[config.mk]
export PLATFORM = sky130hd
export DESIGN_NAME = fir3_cutset_pipe
export DESIGN_NICKNAME = d
export VERILOG_FILES = /design/src/rtl/fir3_cutset_pipe.sv
export SDC_FILE = /design/constraint.sdc
export NUM_CORES = 2
export LEC_CHECK = 0
export BUFFER_PORTS_ARGS = -buffer_cell sky130_fd_sc_hd__buf_4
export CAP_MARGIN = 20
export CORE_AREA = 2 2 370 372
export DETAILED_ROUTE_END_ITERATION = 8
export DIE_AREA = 0 0 372 374
export HOLD_SLACK_MARGIN = 0.1
export PLACE_DENSITY = 0.39
export SETUP_SLACK_MARGIN = 0.15
export SYNTH_ARGS = -nofsm -noshare
export SYNTH_HDL_FRONTEND = slang
export SYNTH_SLANG_ARGS = --single-unit
[constraint.sdc]
create_clock -name clk -period 26 [get_ports clk]
set_input_delay 5.2 -clock clk [delete_from_list [all_inputs] [get_ports clk]]
set_output_delay 5.2 -clock clk [all_outputs]
set_load 0.05 [all_outputs]
[src/rtl/fir3_cutset_pipe.sv]
module fir3_cutset_pipe #(
  parameter int DW = 16
) (
  input  logic                   clk,
  input  logic                   rst,
  input  logic                   in_valid,
  input  logic signed [DW-1:0]   in_sample,
  input  logic signed [DW-1:0]   coef_a,
  input  logic signed [DW-1:0]   coef_b,
  input  logic signed [DW-1:0]   coef_c,
  output logic                   out_valid,
  output logic signed [2*DW+1:0] out_sum
);
  localparam int PW = 2 * DW;
  localparam int SW = PW + 1;
  localparam int OW = PW + 2;

  logic signed [DW-1:0] tap1, tap2;
  logic signed [PW-1:0] prod_a, prod_b, prod_c;
  logic signed [SW-1:0] near_sum;
  logic signed [PW-1:0] far_prod;
  logic                 vld_q;

  assign prod_a = PW'(coef_a) * PW'(in_sample);
  assign prod_b = PW'(coef_b) * PW'(tap1);
  assign prod_c = PW'(coef_c) * PW'(tap2);

  always_ff @(posedge clk) begin
    if (rst) begin
      tap1     <= '0;
      tap2     <= '0;
      near_sum <= '0;
      far_prod <= '0;
      vld_q    <= 1'b0;
    end else begin
      vld_q <= in_valid;
      if (in_valid) begin
        tap1     <= in_sample;
        tap2     <= tap1;
        near_sum <= SW'(prod_a) + SW'(prod_b);
        far_prod <= prod_c;
      end
    end
  end

  assign out_sum   = OW'(near_sum) + OW'(far_prod);
  assign out_valid = vld_q;

  p_reset_clear_r3: assert property (@(posedge clk)
    rst |=> (out_sum == '0 && !out_valid));

  p_valid_lag_r2: assert property (@(posedge clk) disable iff (rst)
    in_valid |=> out_valid);

  p_idle_lag_r2: assert property (@(posedge clk) disable iff (rst)
    !in_valid |=> !out_valid);

  p_hold_r4: assert property (@(posedge clk) disable iff (rst)
    !in_valid |=> $stable(out_sum));

  p_single_tap_r1: assert property (@(posedge clk) disable iff (rst)
    (in_valid && coef_b == '0 && coef_c == '0) |=>
      out_sum == $past(coef_a) * $past(in_sample));
endmodule

**Yosys cells after proc, flatten, opt, wreduce, memory -nomap -nowiden**

Index checks and enable logic that the tools add are counted.

- Register bits after elaboration: 98
- Logic and storage cells: 10

- $add $sub $neg: 2
- Multiply operators: 3

Operators with widths:

| kind | count |
|---|---|
| $mul 16x16->32 | 3 |
| $add 33x32->34 | 1 |
| $add 32x32->33 | 1 |

**Depth between registers and ports, before layout**

- Depth after elaboration: 2
- Mapped depth: 27

**Least setup slack after synthesis**

Ideal clock, no wire load.

- Path kind: input to register
- Start point: input port in_sample[2]
- End point: register near_sum[30]
- Arrival: 11903 ps
- Setup slack: 14035 ps
- Stages: 25
- Buffers on the path: 2
- Path through: clkbuf_1 clkbuf_1 nand2_1 fa_1 inv_1 fa_1 inv_1 fa_1 fa_1 inv_1 fa_1 fa_1 fa_1 inv_1 fa_1 inv_1 ha_1 and4_1 nand3_1 nor3_1 o31ai_1 o211ai_1 a31oi_1 or4b_1 nand3_1

- Word-level cells in the longest chain between the ends: 2

Ends and longest elaborated chain:

| what | line | source |
|---|---|---|
| from (decl) | 7 | `input logic signed [DW-1:0] in_sample,` |
| $mul 16x16->32 | 24 | `assign prod_a = PW'(coef_a) * PW'(in_sample);` |
| $add 32x32->33 | 40 | `near_sum <= SW'(prod_a) + SW'(prod_b);` |
| to (signal assigned) | 40 |  |
| to (decl) | 20 | `logic signed [SW-1:0] near_sum;` |

No other way between the ends.
A chain may end at the register's enable or synchronous reset.

**Final worst setup path**

- Start point: input port coef_b[15]
- End point: register near_sum[30]

- Word-level cells in the longest chain between the ends: 2

Ends and longest elaborated chain:

| what | line | source |
|---|---|---|
| from (decl) | 9 | `input logic signed [DW-1:0] coef_b,` |
| $mul 16x16->32 | 25 | `assign prod_b = PW'(coef_b) * PW'(tap1);` |
| $add 32x32->33 | 40 |  |

No other way between the ends.

==> results.txt <==
----------------------------------------------------
[Run status]
  Result of the run ... completed

[Detailed routing]
  Avg WL per Cell ... 17.6 um
  Sum of routed wire length over all layers ... 98.0 mm
  Vias ... about 24000
  First-pass iteration count of the detailed router ... 5
  Number of antenna-violating nets in the routed design ... 0
  Violation count after the first detailed-routing iteration ... 866
  Post-DR vias/cell ... 4.29
  Number of remaining DRC errors ... 0

[Yosys]
  Gate count of the mapped netlist ... 3798
  Largest area contributor in the netlist ... sky130_fd_sc_hd__fa_1
  Total of flip-flops plus latches after synthesis ... 98
  Number of distinct library cells after synthesis ... 71
  Number of enable flip-flop cells after synthesis ... 0
  Leading post-synthesis cells by cell area ... sky130_fd_sc_hd__fa_1, sky130_fd_sc_hd__inv_1, sky130_fd_sc_hd__ha_1, sky130_fd_sc_hd__and2_1, sky130_fd_sc_hd__dfxtp_1
  YS warnings ... 0
  Post-synth ARST share ... 0%
  Ys flop type ... sky130_fd_sc_hd__dfxtp_1
  Post-synthesis net count ... ~5000
  Total standard cell area after synthesis ... ~0.035 mm2
  Sequential cell area fraction in the yosys report ... ~5.6%
  Top cell type's share of synthesized area ... 48.5%
  Avg Synthesized Cell Area ... 9.20 um2

[Job]
  Maximum capacitance violations ... 0

[Setup path]
  Crit path required time ... 26.33 ns
  Data arrival time of the critical path ... 12.78 ns
  CP delay by family, top ... adder cells
  Count of buffering cells on the critical path with inverters included ... 5
  Largest stage delay on the critical path ... 0.76 ns
  Most used cell along the critical path ... sky130_fd_sc_hd__fa_1
  Slowest library cell on the worst path ... sky130_fd_sc_hd__and2_1
  CP Max Fanout ... 16
  Critical path start-end classification ... in -> reg
  Critical-path cell list ... buf_4, and2_1, fa_1, fa_1, inv_1, fa_1, inv_1, fa_1, fa_1, fa_1, fa_1, inv_1, fa_1, inv_1, ha_1, and3_1, nand3_1, nor3_1, o31ai_1, o211ai_1, a31oi_1, or4b_1, nand3_1
  Critical Path End Type ... flip-flop
  Setup crit start kind ... primary input

[Placement]
  Final weighted congestion in routability-driven placement ... 0.798
  Port bufs ... 101
  Post-detail-place hpwl ... 85.1 mm

[Clock network]
  Clock tree root driver cell ... sky130_fd_sc_hd__clkbuf_16
  Num CTS Buffers ... 9
  CTS Sinks ... 98
  Clock insertion delay at the later pin of the skew report ... ~0.40 ns
  Max Root-Sink Buffers ... 2
  Clock transition at path regs ... 0.08 ns
  Number of H-tree levels ... 3
  Setup fix buffers added after clock tree synthesis ... 0
  Clock tree from TritonCTS ... yes
  Post-CTS Hold Fix Bufs ... 0
  Post_cts resized ... 0

[GRT]
  Total overflow reported by the global router ... 0
  Pin count of the biggest net entering global routing ... 79
  Via count of the first global-routing pass ... 27200
  First-pass GRT wire length ... between 150 and 200 mm
  Number of antenna violations at the first check in global routing ... 3
  Combined global-route utilization of all metal layers ... 14.7%

[Timing]
  Fmax ... between 80 and 90 MHz
  Final number of max-transition violations ... 0
  Shortest period the worst path allows ... 12.46 ns
  Setup TNS Final ... 0 ns
  RSZ-0062 raised after global routing ... no
  Final worst-path cycle share ... a little under half
  Number of endpoints failing setup at the final stage ... 0
  Maximum clock skew at final layout ... 0.0248 ns
  Slew margin rel. ... 34.4%
  Number of failing hold endpoints at the final stage ... 0
  Transition time at the pin with the least slew margin ... 0.985 ns

[Floorplan]
  Initial Util ... 25.9%
  Placeable core region ... 0.135 mm2
  Ports ... approximately 100
  Die Span Y ... 374 um
  Site row count ... 135
  Die X-Extent ... 372 um
  Die outline area ... about 0.14 mm2

[Layout]
  Share of layout cells above drive strength 1 ... 3.90%
  Area added between synthesis and finish ... 8.47%
  Final net count ... 4972
  Number of antenna cells inserted ... 0

[Min path]
  Worst hold path class ... reg -> reg

----------------------------------------------------
logic make-up (layout without fill, tap and decap cells):
family | count (synthesis) | count (layout) | synth area share, %
compound gates | 283 | 283 | 5.45
mux | 74 | 74 | 2.13
xor+xnor | 79 | 79 | 2.02
fa+ha+maj | 1111 | 1111 | 58.0
simple gates | 1081 | 1081 | 15.3
buf+inv | 1072 | 1073 | 11.5
flops | 98 | 98 | 5.61
cells in the mapped netlist (all sizes together) (6+ instances only):
| library cell | number |
|---|---|
| a211o | 6 |
| a211oi | 13 |
| a21o | 32 |
| a21oi | 80 |
| and2 | 365 |
| and3 | 11 |
| buf | 11 |
| clkbuf | 126 |
| dfxtp | 98 |
| fa | 847 |
| ha | 264 |
| inv | 935 |
| mux2i | 72 |
| nand2 | 407 |
| nand2b | 43 |
| nand3 | 29 |
| nand4 | 7 |
| nor2 | 155 |
| nor2b | 8 |
| nor3 | 18 |
| nor3b | 10 |
| o211ai | 6 |
| o21a | 21 |
| o21ai | 46 |
| o21bai | 12 |
| o22ai | 7 |
| o311ai | 13 |
| o31a | 6 |
| o31ai | 6 |
| xnor2 | 61 |
| xor2 | 17 |
metal layers:
metal	part of all wire, %	vias up	global-route usage (%)
met3	2.4	45	1.38
li1	-	11300	-
met1	50	12400	21.4
met4	0.79	2	1.83
met5	0.013	-	0
met2	46	215	24.3
worst min-delay path, cell delays in order (launching register included):
cell,delay [ns]
sky130_fd_sc_hd__dfxtp_1,0.33
sky130_fd_sc_hd__nand2_1,0.06
sky130_fd_sc_hd__o21ai_1,0.05
registers in the layout (all words and copies together) (netlist names):
register and cells:
near_sum 33, far_prod 32, tap2 16, tap1 16
out_valid 1
metrics by stage:
step | utilization, % | worst slack (ns) | cell area (um2) | cells | hold WS, ns
2_1_floorplan | - | 14.04 | 34900 | 3798 | 0.429
3_3_place_gp | 27.8 | 13.12 | 37600 | 5564 | 0.467
3_5_place_dp | 27.8 | 13.11 | 37600 | 5564 | 0.469
4_1_cts | 28.1 | 13.52 | 37900 | 5580 | 0.483
5_1_grt | 28.1 | 13.00 | 37900 | 5580 | 0.505
6_report | 28.1 | 13.54 | 37900 | 5580 | 0.476
cell type report:
class | instances | area, um2
repair buffers | 122 | 920
fillers | 14500 | 97100
flip-flops and latches | 98 | 1960
clock buffers | 11 | 243
inverters | 935 | 3510
well taps | 1781 | 2230
multi-input cells | 2628 | 29000
clock inverters | 5 | 85.1
path summary, 6_finish.rpt:
kind	start	endpoint	slack [ns]	cells after the start
setup / recovery	coef_b[15]	near_sum[30]$_SDFFE_PP0P_	13.54	23
hold reg to reg	near_sum[25]$_SDFFE_PP0P_	near_sum[25]$_SDFFE_PP0P_	0.48	2
hold / removal	near_sum[25]$_SDFFE_PP0P_	near_sum[25]$_SDFFE_PP0P_	0.48	2
setup reg to reg	tap1[0]$_SDFFE_PP0P_	near_sum[30]$_SDFFE_PP0P_	17.92	23
placed cells by master, fill, tap and decap left out, drive strengths merged, types with 5 or more instances in the layout:
| master | netlist | final |
|---|---|---|
| o21bai | 12 | 12 |
| dfxtp | 98 | 98 |
| nor2b | 8 | 8 |
| fa | 847 | 847 |
| nand4 | 7 | 7 |
| nand2b | 43 | 43 |
| nand3b | 5 | 5 |
| a211o | 6 | 6 |
| o211ai | 6 | 6 |
| inv | 935 | 937 |
| mux2i | 72 | 72 |
| and3 | 11 | 11 |
| nor3b | 10 | 10 |
| a31oi | 5 | 5 |
| or3 | 5 | 5 |
| o21a | 21 | 21 |
| clkbuf | 126 | 11 |
| and2 | 365 | 365 |
| buf | 11 | 122 |
| xnor2 | 61 | 61 |
| a211oi | 13 | 13 |
| o22ai | 7 | 7 |
| ha | 264 | 264 |
| nor3 | 18 | 18 |
| o311ai | 13 | 13 |
| nand2 | 407 | 407 |
| xor2 | 17 | 17 |
| o21ai | 46 | 46 |
| a21oi | 80 | 80 |
| a21o | 32 | 32 |
| nand3 | 29 | 29 |
| or2 | 5 | 5 |
| o31a | 6 | 6 |
| o31ai | 6 | 6 |
| nor2 | 155 | 155 |
Power is left out: the tool's default activity adds up to more than one toggle a clock period on the data nets, which glitch-free logic cannot reach.
